==> config.mk <==
export PLATFORM = sky130hd
export DESIGN_NAME = vme_slave_ctl
export DESIGN_NICKNAME = d
export VERILOG_FILES = /design/src/rtl/vslv_pkg.sv /design/src/rtl/vslv_sync.sv /design/src/rtl/vslv_decode.sv /design/src/rtl/vslv_cycle.sv /design/src/rtl/vslv_gate.sv /design/src/rtl/vme_slave_ctl.sv
export SDC_FILE = /design/constraint.sdc
export NUM_CORES = 1
export LEC_CHECK = 0
export BUFFER_PORTS_ARGS = -buffer_cell sky130_fd_sc_hd__buf_4
export CAP_MARGIN = 10
export CORE_AREA = 4 4 67 69
export DETAILED_ROUTE_END_ITERATION = 8
export DIE_AREA = 0 0 71 73
export HOLD_SLACK_MARGIN = 0.12
export PLACE_DENSITY = 0.75
export REMOVE_ABC_BUFFERS = 1
export SYNTH_ARGS = -nofsm -noshare
export SYNTH_HDL_FRONTEND = slang
export SYNTH_SLANG_ARGS = --single-unit
==> constraint.sdc <==
create_clock -name clk -period 1.4 [get_ports clk]
set_clock_uncertainty 0.05 [all_clocks]
set_input_delay 0.14 -clock clk [delete_from_list [all_inputs] [get_ports clk]]
set_output_delay 0.14 -clock clk [all_outputs]
set_load 0.03 [all_outputs]
==> src/rtl/vslv_pkg.sv <==
package vslv_pkg;
  // Synchronized backplane control lines, all low-active.
  typedef struct packed {
    logic sysrst_n;
    logic write_n;
    logic strobe_n;
  } bus_ctl_t;

  localparam bus_ctl_t CTL_IDLE = '{sysrst_n: 1'b1, write_n: 1'b1, strobe_n: 1'b1};
endpackage

==> src/rtl/vslv_sync.sv <==
module vslv_sync #(
  parameter int W = 1,
  parameter int STAGES = 2,
  parameter logic [W-1:0] RST_VAL = '0
) (
  input  logic         clk,
  input  logic         rst,
  input  logic [W-1:0] d,
  output logic [W-1:0] q
);
  logic [W-1:0] stg [STAGES];

  for (genvar i = 0; i < STAGES; i++) begin : g_stage
    if (i == 0) begin : g_first
      always_ff @(posedge clk) stg[0] <= rst ? RST_VAL : d;
    end else begin : g_next
      always_ff @(posedge clk) stg[i] <= rst ? RST_VAL : stg[i-1];
    end
  end

  assign q = stg[STAGES-1];
endmodule

==> src/rtl/vslv_decode.sv <==
module vslv_decode #(
  parameter int GEO_W = 7
) (
  input  logic             clk,
  input  logic             rst,
  input  logic [GEO_W-1:0] addr_hi,
  input  logic [GEO_W-1:0] geo,
  output logic             match_q
);
  // Registered compare: decode skew never reaches the cycle logic.
  always_ff @(posedge clk) begin
    if (rst) match_q <= 1'b0;
    else     match_q <= (addr_hi == geo);
  end
endmodule

==> src/rtl/vslv_cycle.sv <==
module vslv_cycle #(
  parameter int ACK_DLY = 4
) (
  input  logic clk,
  input  logic rst,
  input  logic strobe_n_s,
  input  logic write_n_s,
  input  logic sysrst_n_s,
  input  logic match,
  output logic mine_q,
  output logic rd_q,
  output logic ack_q
);
  localparam int CNT_W = $clog2(ACK_DLY + 1);
  localparam logic [CNT_W-1:0] CNT_LAST = CNT_W'(ACK_DLY - 1);

  logic             strb_d;
  logic             done_q;
  logic [CNT_W-1:0] cnt_q;
  logic             teardown;
  logic             confirm;

  assign teardown = strobe_n_s | ~sysrst_n_s;
  assign confirm  = ~strobe_n_s & ~strb_d;

  always_ff @(posedge clk) begin
    if (rst) strb_d <= 1'b1;
    else     strb_d <= strobe_n_s;
  end

  always_ff @(posedge clk) begin
    if (rst || teardown) begin
      mine_q <= 1'b0;
      rd_q   <= 1'b0;
      done_q <= 1'b0;
      ack_q  <= 1'b0;
      cnt_q  <= '0;
    end else begin
      if (confirm && !done_q) begin
        done_q <= 1'b1;
        mine_q <= match;
        rd_q   <= match & write_n_s;
      end
      if (mine_q && !ack_q) begin
        cnt_q <= cnt_q + 1'b1;
        ack_q <= (cnt_q == CNT_LAST);
      end
    end
  end
endmodule

==> src/rtl/vslv_gate.sv <==
module vslv_gate (
  input  logic supplies_ok,
  input  logic cfg_done,
  input  logic run_ok_n,
  input  logic jumper,
  input  logic ack_req,
  input  logic drive_req,
  output logic ack_n,
  output logic drive_n
);
  logic allow;
  assign allow   = supplies_ok & cfg_done & ~run_ok_n & jumper;
  assign ack_n   = ~(ack_req & allow);
  assign drive_n = ~(drive_req & allow);
endmodule

==> src/rtl/vme_slave_ctl.sv <==
module vme_slave_ctl
  import vslv_pkg::*;
#(
  parameter int ADDR_W = 23,
  parameter int GEO_W = 7,
  parameter int ACK_DLY = 4,
  parameter int SYNC_STAGES = 2
) (
  input  logic              clk,
  input  logic              rst,
  input  logic              strobe_n_i,
  input  logic              write_n_i,
  input  logic              sysrst_n_i,
  input  logic [ADDR_W-1:0] addr_i,
  input  logic [GEO_W-1:0]  geo_i,
  input  logic              supplies_ok_i,
  input  logic              cfg_done_i,
  input  logic              jumper_i,
  output logic              mine_o,
  output logic              ack_n_o,
  output logic              dir_bp_o,
  output logic              dir_int_o,
  output logic              bp_oe_n_o,
  output logic              int_oe_n_o,
  output logic              run_ok_n_o,
  output logic              adr_le_o,
  output logic              ctl_le_o,
  output logic              rcv_oe_n_o,
  output logic              ac_dir_o,
  output logic              ac_oe_n_o
);
  localparam int BUS_W = ADDR_W + GEO_W;

  bus_ctl_t          ctl_raw, ctl_s;
  logic [BUS_W-1:0]  bus_s;
  logic [ADDR_W-1:0] addr_s;
  logic [GEO_W-1:0]  geo_s;
  logic              cfg_s;
  logic              match;
  logic              mine_q, rd_q, ack_q;
  logic              run_ok_n_q;

  assign ctl_raw = '{sysrst_n: sysrst_n_i, write_n: write_n_i, strobe_n: strobe_n_i};

  vslv_sync #(.W(3), .STAGES(SYNC_STAGES), .RST_VAL(CTL_IDLE)) u_sync_ctl (
    .clk(clk), .rst(rst), .d(ctl_raw), .q(ctl_s));

  vslv_sync #(.W(BUS_W), .STAGES(SYNC_STAGES), .RST_VAL('0)) u_sync_bus (
    .clk(clk), .rst(rst), .d({addr_i, geo_i}), .q(bus_s));

  vslv_sync #(.W(1), .STAGES(SYNC_STAGES), .RST_VAL(1'b0)) u_sync_cfg (
    .clk(clk), .rst(rst), .d(cfg_done_i), .q(cfg_s));

  assign {addr_s, geo_s} = bus_s;

  vslv_decode #(.GEO_W(GEO_W)) u_decode (
    .clk(clk), .rst(rst),
    .addr_hi(addr_s[ADDR_W-1 -: GEO_W]), .geo(geo_s), .match_q(match));

  vslv_cycle #(.ACK_DLY(ACK_DLY)) u_cycle (
    .clk(clk), .rst(rst),
    .strobe_n_s(ctl_s.strobe_n), .write_n_s(ctl_s.write_n), .sysrst_n_s(ctl_s.sysrst_n),
    .match(match), .mine_q(mine_q), .rd_q(rd_q), .ack_q(ack_q));

  always_ff @(posedge clk) begin
    if (rst) run_ok_n_q <= 1'b1;
    else     run_ok_n_q <= ~cfg_s;
  end

  // Model of the hardwired safety stage outside the device.
  vslv_gate u_gate (
    .supplies_ok(supplies_ok_i), .cfg_done(cfg_done_i), .run_ok_n(run_ok_n_q),
    .jumper(jumper_i), .ack_req(ack_q), .drive_req(mine_q),
    .ack_n(ack_n_o), .drive_n(bp_oe_n_o));

  assign mine_o     = mine_q;
  assign dir_bp_o   = rd_q;
  assign dir_int_o  = rd_q;
  assign int_oe_n_o = ~mine_q;
  assign run_ok_n_o = run_ok_n_q;
  assign ac_oe_n_o  = run_ok_n_q;
  assign adr_le_o   = 1'b0;
  assign ctl_le_o   = 1'b0;
  assign rcv_oe_n_o = 1'b1;
  assign ac_dir_o   = 1'b0;
endmodule

---- Word level (Yosys, flattened, before mapping) ----
Memories as Yosys holds them, arrays and structs flattened.
Cells that the tools add are included.
storage, ports and cells
  register bits ........................... 10
  memory bits (writable) .................. 68
  bits of input ports ..................... 38
  output and inout port bits .............. 12
  logic and storage cells ................. 41
  memories kept ........................... 3
memory list
  memory          words  bits a word  rd ports  clocked after memory_dff  wr ports  line             text
  u_sync_bus.stg  2      30           2         0                         2         vslv_sync.sv:11  logic [W-1:0] stg [STAGES];
  u_sync_ctl.stg  2      3            2         0                         2         vslv_sync.sv:11
  u_sync_cfg.stg  2      1            2         0                         2         vslv_sync.sv:11
operators by class
  add/subtract/negate cells ............... 1
  eq/ne operators ......................... 2
  multiplexer cells ....................... 6
  bitwise logic cells ..................... 16
  reductions and logical operators ........ 5
operators by type and width
  kind                                                                    count
  30-bit 2-to-1 mux                                                       2
  1-bit NOT                                                               8
  1-bit AND                                                               7
  7-bit equality test                                                     1
  3-bit 2-to-1 mux                                                        2
  3-bit by 1-bit adder with 3-bit output (second input constant)          1
  3-bit by 2-bit equality test with 1-bit output (second input constant)  1
  1-bit logical AND                                                       2
  1-bit logical NOT                                                       2
  1-bit 2-to-1 mux                                                        2
  1-bit logical OR                                                        1
  1-bit OR                                                                1

---- Longest topological paths before layout ----
Gate-level depths: netlist of run 1.
  word-level depth ........................ 5
  depth in mapped cells ................... 4
  mapped depth without buffers ............ 4

---- By module ----
Synthesis of run 1 repeated with hierarchy kept, for this count alone.
second synthesis, totals
  cell total of the unflattened synthesis .. 231
  area, all modules ....................... 2585.0 µm²
by module, submodules not included
  module                   times used  cells each  area an instance (µm²)  sequential area each (µm²)
  vslv_sync at u_sync_bus  1           156         1831.8                  1201.2
  vslv_cycle               1           31          316.6                   160.2
  vslv_sync at u_sync_ctl  1           15          180.2                   120.1
  vslv_decode              1           11          103.8                   20.0
  vme_slave_ctl            1           11          82.6                    20.0
  vslv_sync at u_sync_cfg  1           4           52.6                    40.0
  vslv_gate                1           3           17.5                    0.0

---- Least setup slack after synthesis of run 1 ----
Ideal clock, no wire load.
  path kind ............................... reg-to-reg
  from .................................... reg u_cycle.mine_q
  to ...................................... reg u_cycle.cnt_q[1]
  library setup time ...................... 116 ps
  data arrival time ....................... 1010 ps
  data required time ...................... 1234 ps
  path slack .............................. 224 ps
  cell stages (with the launch flop) ...... 4
  buffers on the path ..................... 0
  clock period less this slack ............ 1176 ps
  path through ............................ dfxtp_1 > and2b_4 > mux2i_1 > nor2_1
on the way
  longest elaborated chain between the ends .. 1
RTL lines
  what                    line              text
  from (decl)             vslv_cycle.sv:10  output logic mine_q,
  from (signal assigned)  vslv_cycle.sv:41  mine_q <= match;
  1-bit logical AND       vslv_cycle.sv:44  if (mine_q && !ack_q) begin
  to (signal assigned)    vslv_cycle.sv:45  cnt_q <= cnt_q + 1'b1;
  to (decl)               vslv_cycle.sv:19  logic [CNT_W-1:0] cnt_q;
Every way passes these cells.
A chain may end at the register's enable or synchronous reset.

---- Worst setup path in the final report of run 1 ----
  from .................................... reg run_ok_n_q (netlist: ac_oe_n_o)
  to ...................................... out ack_n_o
on the way
  longest elaborated chain between the ends .. 5
RTL lines
  what                     line                 text
  from (decl)              vme_slave_ctl.sv:41  logic run_ok_n_q;
  from (signal assigned)   vme_slave_ctl.sv:67  else run_ok_n_q <= ~cfg_s;
  1-bit NOT                vslv_gate.sv:12      assign allow = supplies_ok & cfg_done & ~run_ok_n & jumper;
  1-bit AND (2 in series)  vslv_gate.sv:12
  1-bit AND                vslv_gate.sv:13      assign ack_n = ~(ack_req & allow);
  1-bit NOT                vslv_gate.sv:13
  to (decl)                vme_slave_ctl.sv:20  output logic ack_n_o,
Every way passes these cells.

==> impl_metrics.py, run 1 <==
metrics = {
    "power": {
        "peakVddDrop_mv": 0.770,
        "seqPwrFrac_pct": 55.2,
        "power.internal_w": 0.00200,
        "swShare_pct": 19.6,
        "switchingPower_w": 0.000487,
        "p_clk_share_pct": 37.7,
        "p_leak_nw": 0.799,
        "pwr-share-comb_pct": 7.1,
        "powerDensity_nw_per_um2": 1240,
    },
    "routing": {
        "drt_iter0_drc": 16,
        "drt_pass1_iterations": 2,
        "wl_per_cell_um": 8.72,
        "routed_via_density": 4.01,
        "postRouteWirelength_mm": 2.00,
        "final_antenna_net_count": 0,
        "vias": 919,
        "drc": 0,
    },
    "yosys": {
        "synth_cells": 132,
        "async_flop_share_pct": 0,
        "synth.ff_latch_count": 46,
        "seq_area_frac_synth_pct": 61.4,
        "ys_types": 26,
        "synth.most_common_cell": "dfxtp_1",
        "postSynthAreaPerCell_um2": 11.4,
        "syn-cell-area_um2": 1500,
        "ys_top_cells_by_area": "dfxtp_1, nor2b_1, xnor2_1",
        "ys_top_cells_by_count": "dfxtp_1, nor2b_1, xnor2_1, buf_4, nor2_1",
        "synth_top_flop_cell": "dfxtp_1",
        "netlist.area_leader.share_pct": 61.4,
        "ys.warnings.count": 0,
        "synth_edf_count": 0,
        "yosys.area.top_type": "dfxtp_1",
    },
    "place": {
        "port-buffer-count": 29,
        "gp_congestion": 0.662,
        "hpwl_mm": 1.24,
        "dpl-instance-area_um2": 1720,
    },
    "global_routing": {
        "grt_pass1_vias": 861,
        "antenna_found_initial": 0,
        "grt_pass1_wl_mm": 3.58,
        "grt_usage_pct": 8.98,
        "grtUsageMet2_pct": 14.7,
        "grt.busiest_layer": "met2",
        "grt.overflow.total": 0,
        "use_met3_pct": 4.13,
        "grt_use_met1_pct": 9.60,
        "grt_max_degree": 40,
    },
    "setup_path": {
        "critPathRequiredTime_ns": 1.21,
        "startpoint": "ac_oe_n_o$_SDFF_PP1_",
        "critPathKind": "reg2out",
        "worstPathArrival_ns": 1.10,
        "critPathCaptureType": "primary output",
        "worstPathCellList": "and4b_1 > nand2_1 > buf_4",
        "timing.critical_path.buf_inv": 1,
        "crit_path_top_delay_cell": "dfxtp_1",
        "r2r-start": "u_cycle.cnt_q[0]$_SDFFE_PP0P_",
        "cp_max_fo": 3,
        "cp-start-kind": "flop",
        "slowest_delay_ns": 0.32,
        "crit_family": "flip-flops",
    },
    "hold_path": {
        "hold_class": "in2reg",
        "min_from": "rst",
    },
    "sta": {
        "grt_setup_unrepaired": "false",
        "clock.fmax_mhz": 773,
        "fin_crit_sh_pct": 92.4,
        "hold_violations": 0,
        "final.min_clock_period_ns": 1.29,
        "slew_viol_final": 0,
        "setup_viol": 0,
        "finalSetupTns_ns": 0,
    },
    "clock_tree": {
        "cts_setup_buffers": 0,
        "cts_tree": "built",
        "cts_buffers": 5,
        "clock_sinks": 46,
        "clk_pin_slew_ns": 0.08,
        "cts_max_level": 2,
        "root_buffer": "clkbuf_8",
        "clk_path_buf_depth": 2,
        "insertion_delay_ns": 0.29,
    },
    "finish": {
        "final_area_um2": 2010,
        "fillers": 356,
        "final_util_pct": 51.2,
        "area_growth_pct": 33.8,
        "final_net_count": 218,
        "multi_input_area_um2": 503,
        "seq_area_um2": 921,
        "diodes": 0,
        "layout-drive-gt1-share_pct": 26.3,
    },
    "floorplanning": {
        "core-area_um2": 3910,
        "start_util_pct": 38.3,
        "die_h_um": 73,
        "die_x_um": 71,
        "io_pins": 50,
        "die_area_um2": 5180,
        "rows": 23,
    },
    "flow_run": {
        "max_cap_violations": 0,
    },
    "run_status": {
        "status": "finished, final reports clean",
    },
}
[flip-flops by register name (all words and copies together), names as in the netlist]
signal and count:
u_cycle.mine_q 1, u_sync_cfg.stg 2, u_sync_ctl.stg 6, u_cycle.done_q 1, u_cycle.rd_q 1, u_decode.match_q 1
u_cycle.strb_d 1, ac_oe_n_o 1, u_cycle.cnt_q 3, u_sync_bus.stg 28, u_cycle.ack_q 1
[worst paths after layout]
check	endpoint	slack [ns]	cells past startpoint
setup / recovery	ack_n_o	0.11	3
hold reg to reg	ac_oe_n_o$_SDFF_PP1_	0.33	1
hold / removal	u_sync_bus.stg[0][4]$_SDFF_PP0_	0.19	2
setup reg to reg	u_cycle.cnt_q[2]$_SDFFE_PP0P_	0.30	3
[layout by cell type (no fill, tap or decap), drive strengths merged, types with 4 or more instances in the layout]
master / netlist / layout
dfxtp: 46 / 46
nor2: 8 / 8
or2: 6 / 6
nor2b: 30 / 30
clkbuf: 0 / 6
buf: 10 / 29
dlygate4sd3: 0 / 18
nand2: 4 / 4
conb: 2 / 4
xnor2: 7 / 7
[kinds of logic (layout without fill, tap and decap cells)]
logic type	Yosys count	after routing	share of synthesized area, %
fa+ha+maj	2	2	1.67
other cells	2	4	0.501
mux	2	2	1.34
xor+xnor	8	8	4.67
compound gates	3	3	1.50
simple gates	56	56	23.4
buf+inv	13	58	5.51
flops	46	46	61.4
[power groups by stage]
| stage | clock network (W) | registers (W) | logic [W] |
|---|---|---|---|
| after floorplan | 0 | 0.00141 | 0.0000689 |
| after global placement | 0 | 0.00140 | 0.000135 |
| after detailed placement | 0 | 0.00141 | 0.000138 |
| after CTS | 0.000973 | 0.00137 | 0.000177 |
| after global routing | 0.00103 | 0.00138 | 0.000195 |
| final | 0.000939 | 0.00137 | 0.000176 |
[timing repair]
item,CTS,global route
resized for setup,0,0
hold endpoints to repair,18,0
hold buffers,18,0
[area by class of cell]
class                           instances  share of cell area (%)
Tap cell                               50                    3.12
Sequential cell                        46                    45.9
Multi-Input combinational cell         75                    25.1
Clock buffer                            6                    3.62
Clock inverter                          2                    1.87
Timing Repair Buffer                   47                    19.8
Inverter                                3                   0.561
[per-layer routing]
layer	vias to the layer above	wire length, µm
met4	0	53
li1	486	-
met1	394	853
met2	34	924
met5	-	0
met3	5	166
[through the flow]
step	instances	power, W	setup WS [ns]	hold slack [ns]
floorplan	124	0.00147	0.0486	0.161
global placement	203	0.00154	0.335	0.276
detailed placement	203	0.00154	0.305	0.278
CTS	229	0.00252	0.0808	0.187
global route	229	0.00261	0.0160	0.202
finish	229	0.00249	0.107	0.190
Power figures use the tool's default switching activity.
==> run 2: changes to the inputs <==
--- a/config.mk
+++ b/config.mk
@@ -10,6 +10,7 @@
 export CORE_AREA = 4 4 67 69
 export DETAILED_ROUTE_END_ITERATION = 8
 export DIE_AREA = 0 0 71 73
+export GPL_TIMING_DRIVEN = 0
 export HOLD_SLACK_MARGIN = 0.12
 export PLACE_DENSITY = 0.75
 export REMOVE_ABC_BUFFERS = 1
==> run 2 against run 1 <==
Core utilization is the same. Critical path type unchanged. Highest routed layer unchanged. Clock-buffer cell count is the same. Die area is the same. Largest power group unchanged. Non-clock buffer count is the same. Final area is the same. Sequential share of layout area is the same. Critical path depth is the same. First-iteration DRC count grew 88%. Total power shrank 0.16%. Sequential power is essentially flat. Fmax grew 0.51%.
==> impl_metrics.py, run 2 (synthesized netlist as in run 1, its figures left out) <==
metrics = {
    "run_status": {
        "status": "finished, final reports clean",
    },
    "finish": {
        "layout-drive-gt1-share_pct": 26.3,
        "final_net_count": 218,
        "layout_commonest_cell": "dfxtp_1",
        "final_cell_mix": "dfxtp_1, nor2b_1, buf_4, dlygate4sd3_1, xnor2_1",
        "final_util_pct": 51.2,
        "reg_top3": "u_sync_bus.stg: 28 flops, u_sync_ctl.stg: 6 flops, u_cycle.cnt_q: 3 flops",
        "area_growth_pct": 33.8,
        "top_register": "u_sync_bus.stg",
        "diodes": 0,
        "largest_reg_flops": 28,
        "final_cells": 229,
    },
    "sta": {
        "slew_viol_final": 0,
        "clock.fmax_mhz": 777,
        "fin_crit_sh_pct": 91.9,
        "hold_violations": 0,
        "setup_viol": 0,
        "final.min_clock_period_ns": 1.29,
        "grt_setup_unrepaired": "false",
        "finalSetupTns_ns": 0,
    },
    "global_routing": {
        "grt_use_met1_pct": 10.2,
        "grt_usage_pct": 9.22,
        "grt_pass1_vias": 847,
        "grt.overflow.total": 0,
        "grt_max_degree": 40,
        "antenna_found_initial": 0,
        "grtUsageMet2_pct": 14.9,
        "grt_pass1_wl_mm": 3.64,
        "grt.busiest_layer": "met2",
        "use_met3_pct": 4.41,
    },
    "floorplanning": {
        "rows": 23,
        "core-area_um2": 3910,
        "die_area_um2": 5180,
        "die_h_um": 73,
        "start_util_pct": 38.3,
        "io_pins": 50,
        "die_x_um": 71,
    },
    "routing": {
        "drt_pass1_iterations": 3,
        "wl_per_cell_um": 9.00,
        "vias": 910,
        "drt_iter0_drc": 30,
        "drc": 0,
        "final_antenna_net_count": 0,
        "routed_via_density": 3.97,
        "postRouteWirelength_mm": 2.06,
    },
    "setup_path": {
        "critPathCaptureType": "primary output",
        "cp-start-kind": "flop",
        "worstPathArrival_ns": 1.10,
        "cp_max_fo": 3,
        "critPathRequiredTime_ns": 1.21,
        "critPathKind": "reg2out",
    },
    "clock_tree": {
        "cts_setup_buffers": 0,
        "clk_pin_slew_ns": 0.08,
        "cts_tree": "built",
        "insertion_delay_ns": 0.29,
        "cts_max_level": 2,
        "cts_buffers": 5,
        "clock_sinks": 46,
        "clk_path_buf_depth": 2,
        "root_buffer": "clkbuf_8",
    },
    "hold_path": {
        "hold_class": "in2reg",
    },
    "place": {
        "gp_congestion": 0.663,
        "dp_cells": 203,
        "port-buffer-count": 29,
        "hpwl_mm": 1.22,
    },
    "flow_run": {
        "max_cap_violations": 0,
    },
    "power": {
        "powerDensity_nw_per_um2": 1240,
        "peakVddDrop_mv": 0.774,
        "p_leak_nw": 0.799,
    },
}
run 2: cell counts in the layout (fill, tap and decap cells not counted):
Identical to the previous run, type by type.
run 2: what timing repair did:
item / 4_1_cts / 5_1_grt
resized for setup: 0 / 0
hold endpoints to repair: 18 / 0
hold buffers: 18 / 0
run 2: where the power goes:
| part | switching (W) | leakage [nW] | internal [W] |
|---|---|---|---|
| sequential | 0.0000146 | 0.379 | 0.00136 |
| clock | 0.000402 | 0.0514 | 0.000532 |
| combinational | 0.0000667 | 0.368 | 0.000111 |
run 2: per-stage QoR:
stage	area [µm²]	hold slack (ns)	setup slack [ns]	power, W
after floorplan	1440	0.161	0.0486	0.00147
after global placement	1720	0.276	0.336	0.00154
after detailed placement	1720	0.278	0.302	0.00154
after CTS	2010	0.188	0.0818	0.00252
after global routing	2010	0.202	0.0206	0.00260
final	2010	0.197	0.113	0.00248
run 2: final cells by class:
| cell class | count | area [µm²] |
|---|---|---|
| fillers | 370 | 1910 |
| flip-flops and latches | 46 | 921 |
| multi-input cells | 75 | 503 |
| repair buffers | 47 | 398 |
| clock buffers | 6 | 72.6 |
| well taps | 50 | 62.6 |
| clock inverters | 2 | 37.5 |
| inverters | 3 | 11.3 |
run 2: critical path, stage by stage, from the launching register on:
cell and delay (ns):
dfxtp_1 0.32, and4b_1 0.26, nand2_1 0.06, buf_4 0.16
run 2: worst paths after layout:
| check | startpoint | endpoint | slack, ns | cells after the start |
|---|---|---|---|---|
| setup / recovery | ac_oe_n_o$_SDFF_PP1_ | ack_n_o | 0.11 | 3 |
| hold / removal | rst | u_sync_bus.stg[0][59]$_SDFF_PP0_ | 0.20 | 2 |
| setup reg to reg | u_cycle.cnt_q[0]$_SDFFE_PP0P_ | u_cycle.cnt_q[2]$_SDFFE_PP0P_ | 0.29 | 3 |
| hold reg to reg | u_sync_cfg.stg[0][1]$_SDFF_PP0_ | ac_oe_n_o$_SDFF_PP1_ | 0.33 | 1 |
run 2: routing by layer:
metal  share of wire [%]  wire length, µm
met2                  49             1000
met3                 9.1              187
met4                0.39                8
met1                  42              864
met5                   0                0
==> run 3: changes to the inputs <==
--- a/config.mk
+++ b/config.mk
@@ -7,12 +7,11 @@
 export LEC_CHECK = 0
 export BUFFER_PORTS_ARGS = -buffer_cell sky130_fd_sc_hd__buf_4
 export CAP_MARGIN = 10
-export CORE_AREA = 4 4 67 69
+export CORE_AREA = 4 4 61 63
 export DETAILED_ROUTE_END_ITERATION = 8
-export DIE_AREA = 0 0 71 73
-export GPL_TIMING_DRIVEN = 0
+export DIE_AREA = 0 0 65 67
 export HOLD_SLACK_MARGIN = 0.12
-export PLACE_DENSITY = 0.75
+export PLACE_DENSITY = 0.86
 export REMOVE_ABC_BUFFERS = 1
 export SYNTH_ARGS = -nofsm -noshare
 export SYNTH_HDL_FRONTEND = slang
==> run 3 against run 2 <==
Core utilization increased by 14 points. Hold slack better by 0.14 ns. Via count grew 11%. Final area increased by 4.5%. Sequential power barely moved. Fmax shrank 4.0%.
==> impl_metrics.py, run 3 (synthesized netlist as in run 1, its figures left out) <==
metrics = {
    "run_status": {
        "status": "finished, final reports clean",
    },
    "setup_path": {
        "critPathKind": "reg2out",
        "critPathRequiredTime_ns": 1.21,
        "slowest_delay_ns": 0.33,
        "worstPathCellList": "and4b_1 > nand2_1 > buf_6",
        "cp-start-kind": "flop",
        "worstPathArrival_ns": 1.15,
        "crit_path_top_delay_cell": "dfxtp_2",
        "cp_max_fo": 2,
        "critPathCaptureType": "primary output",
    },
    "finish": {
        "final_cell_mix": "dfxtp_1, nor2b_1, dlygate4sd3_1, buf_4, xnor2_1",
        "area_growth_pct": 39.8,
        "final_util_pct": 64.8,
        "largest_reg_flops": 28,
        "top_register": "u_sync_bus.stg",
        "seq_area_um2": 922,
        "layout-drive-gt1-share_pct": 25.7,
        "fillers": 245,
        "multi_input_area_um2": 503,
        "diodes": 0,
        "final_net_count": 230,
        "layout_commonest_cell": "dfxtp_1",
        "reg_top3": "u_sync_bus.stg: 28 flops, u_sync_ctl.stg: 6 flops, u_cycle.cnt_q: 3 flops",
    },
    "clock_tree": {
        "cts_max_level": 2,
        "clk_pin_slew_ns": 0.11,
        "root_buffer": "clkbuf_4",
        "insertion_delay_ns": 0.34,
        "cts_tree": "built",
        "clock_sinks": 46,
        "clk_path_buf_depth": 2,
        "cts_buffers": 5,
    },
    "place": {
        "port-buffer-count": 29,
        "hpwl_mm": 1.42,
        "gp_congestion": 0.686,
        "place_ws_ns": 0.309,
    },
    "routing": {
        "final_antenna_net_count": 0,
        "wl_per_cell_um": 10.0,
        "drt_pass1_iterations": 4,
        "drc": 0,
        "drt_iter0_drc": 19,
        "routed_via_density": 4.28,
        "postRouteWirelength_mm": 2.38,
        "vias": 1014,
    },
    "sta": {
        "setup_viol": 0,
        "finalSetupTns_ns": 0,
        "slew_viol_final": 0,
        "hold_violations": 0,
        "setup_slack_ns": 0.0591,
        "grt_setup_unrepaired": "true",
        "clock.fmax_mhz": 746,
        "fin_crit_sh_pct": 95.8,
        "whs_ns": 0.338,
        "final.min_clock_period_ns": 1.34,
    },
    "power": {
        "power.internal_w": 0.00187,
        "peakVddDrop_mv": 0.787,
        "switchingPower_w": 0.000476,
        "p_clk_share_pct": 32.5,
        "p_leak_nw": 0.846,
        "seqPwrFrac_pct": 58.7,
        "swShare_pct": 20.3,
        "powerDensity_nw_per_um2": 1120,
        "pwr-share-comb_pct": 8.7,
        "p_total_w": 0.00234,
    },
    "floorplanning": {
        "core-area_um2": 3230,
        "die_area_um2": 4360,
        "rows": 21,
        "die_x_um": 65,
        "io_pins": 50,
        "die_h_um": 67,
        "start_util_pct": 46.4,
    },
    "global_routing": {
        "grtUsageMet2_pct": 23.9,
        "use_met3_pct": 6.75,
        "grt_pass1_wl_mm": 4.15,
        "grt.busiest_layer": "met2",
        "antenna_found_initial": 0,
        "grt_pass1_vias": 1019,
        "grt_usage_pct": 13.0,
        "grt_use_met1_pct": 11.8,
        "grt_max_degree": 15,
        "grt.overflow.total": 0,
    },
    "flow_run": {
        "max_cap_violations": 0,
    },
    "hold_path": {
        "hold_class": "reg2reg",
    },
}
-- run 3: path summary, 6_finish.rpt --
check,start,endpoint,slack (ns),cells past startpoint
max reg2reg,u_cycle.cnt_q[0]$_SDFFE_PP0P_,u_cycle.cnt_q[2]$_SDFFE_PP0P_,0.29,3
min,u_sync_cfg.stg[0][1]$_SDFF_PP0_,ac_oe_n_o$_SDFF_PP1_,0.34,1
max,ac_oe_n_o$_SDFF_PP1_,bp_oe_n_o,0.06,3
min reg2reg,u_sync_cfg.stg[0][1]$_SDFF_PP0_,ac_oe_n_o$_SDFF_PP1_,0.34,1
-- run 3: per-stage QoR --
step                      instances  area, µm²
after floorplan                 124       1440
after global placement          199       1710
after detailed placement        199       1710
after CTS                       236       2080
after global routing            237       2100
final                           237       2100
-- run 3: layout make-up --
class	instances	area share, %
Sequential cell	46	44.0
Timing Repair Buffer	59	25.0
Multi-Input combinational cell	75	24.0
Tap cell	46	2.75
Clock buffer	6	1.97
Clock inverter	2	1.79
Inverter	3	0.537
-- run 3: layer usage --
metal  vias up  share of wire (%)
met4         0               0.59
met5         -                  0
li1        515                  -
met1       463                 38
met2        34                 54
met3         2                7.1
-- run 3: timing repair --
action / in CTS / in global routing
setup buffers: 0 / 1
endpoints found under the setup margin: 0 / 2
hold buffers: 29 / 0
gates resized for setup: 0 / 3
endpoints found under the hold margin: 19 / 0
-- run 3: power groups by stage --
stage          combinational, W  sequential, W  clock, W
6_report               0.000205        0.00138  0.000763
5_1_grt                0.000225        0.00138  0.000846
4_1_cts                0.000204        0.00138  0.000778
3_5_place_dp           0.000138        0.00141         0
3_3_place_gp           0.000133        0.00140         0
2_1_floorplan         0.0000689        0.00141         0
-- run 3: worst max-delay path, delay by kind of cell (launching register included) --
kind          cells  cell delay (ns)
buf+inv           1             0.15
flops             1             0.33
simple gates      2             0.34
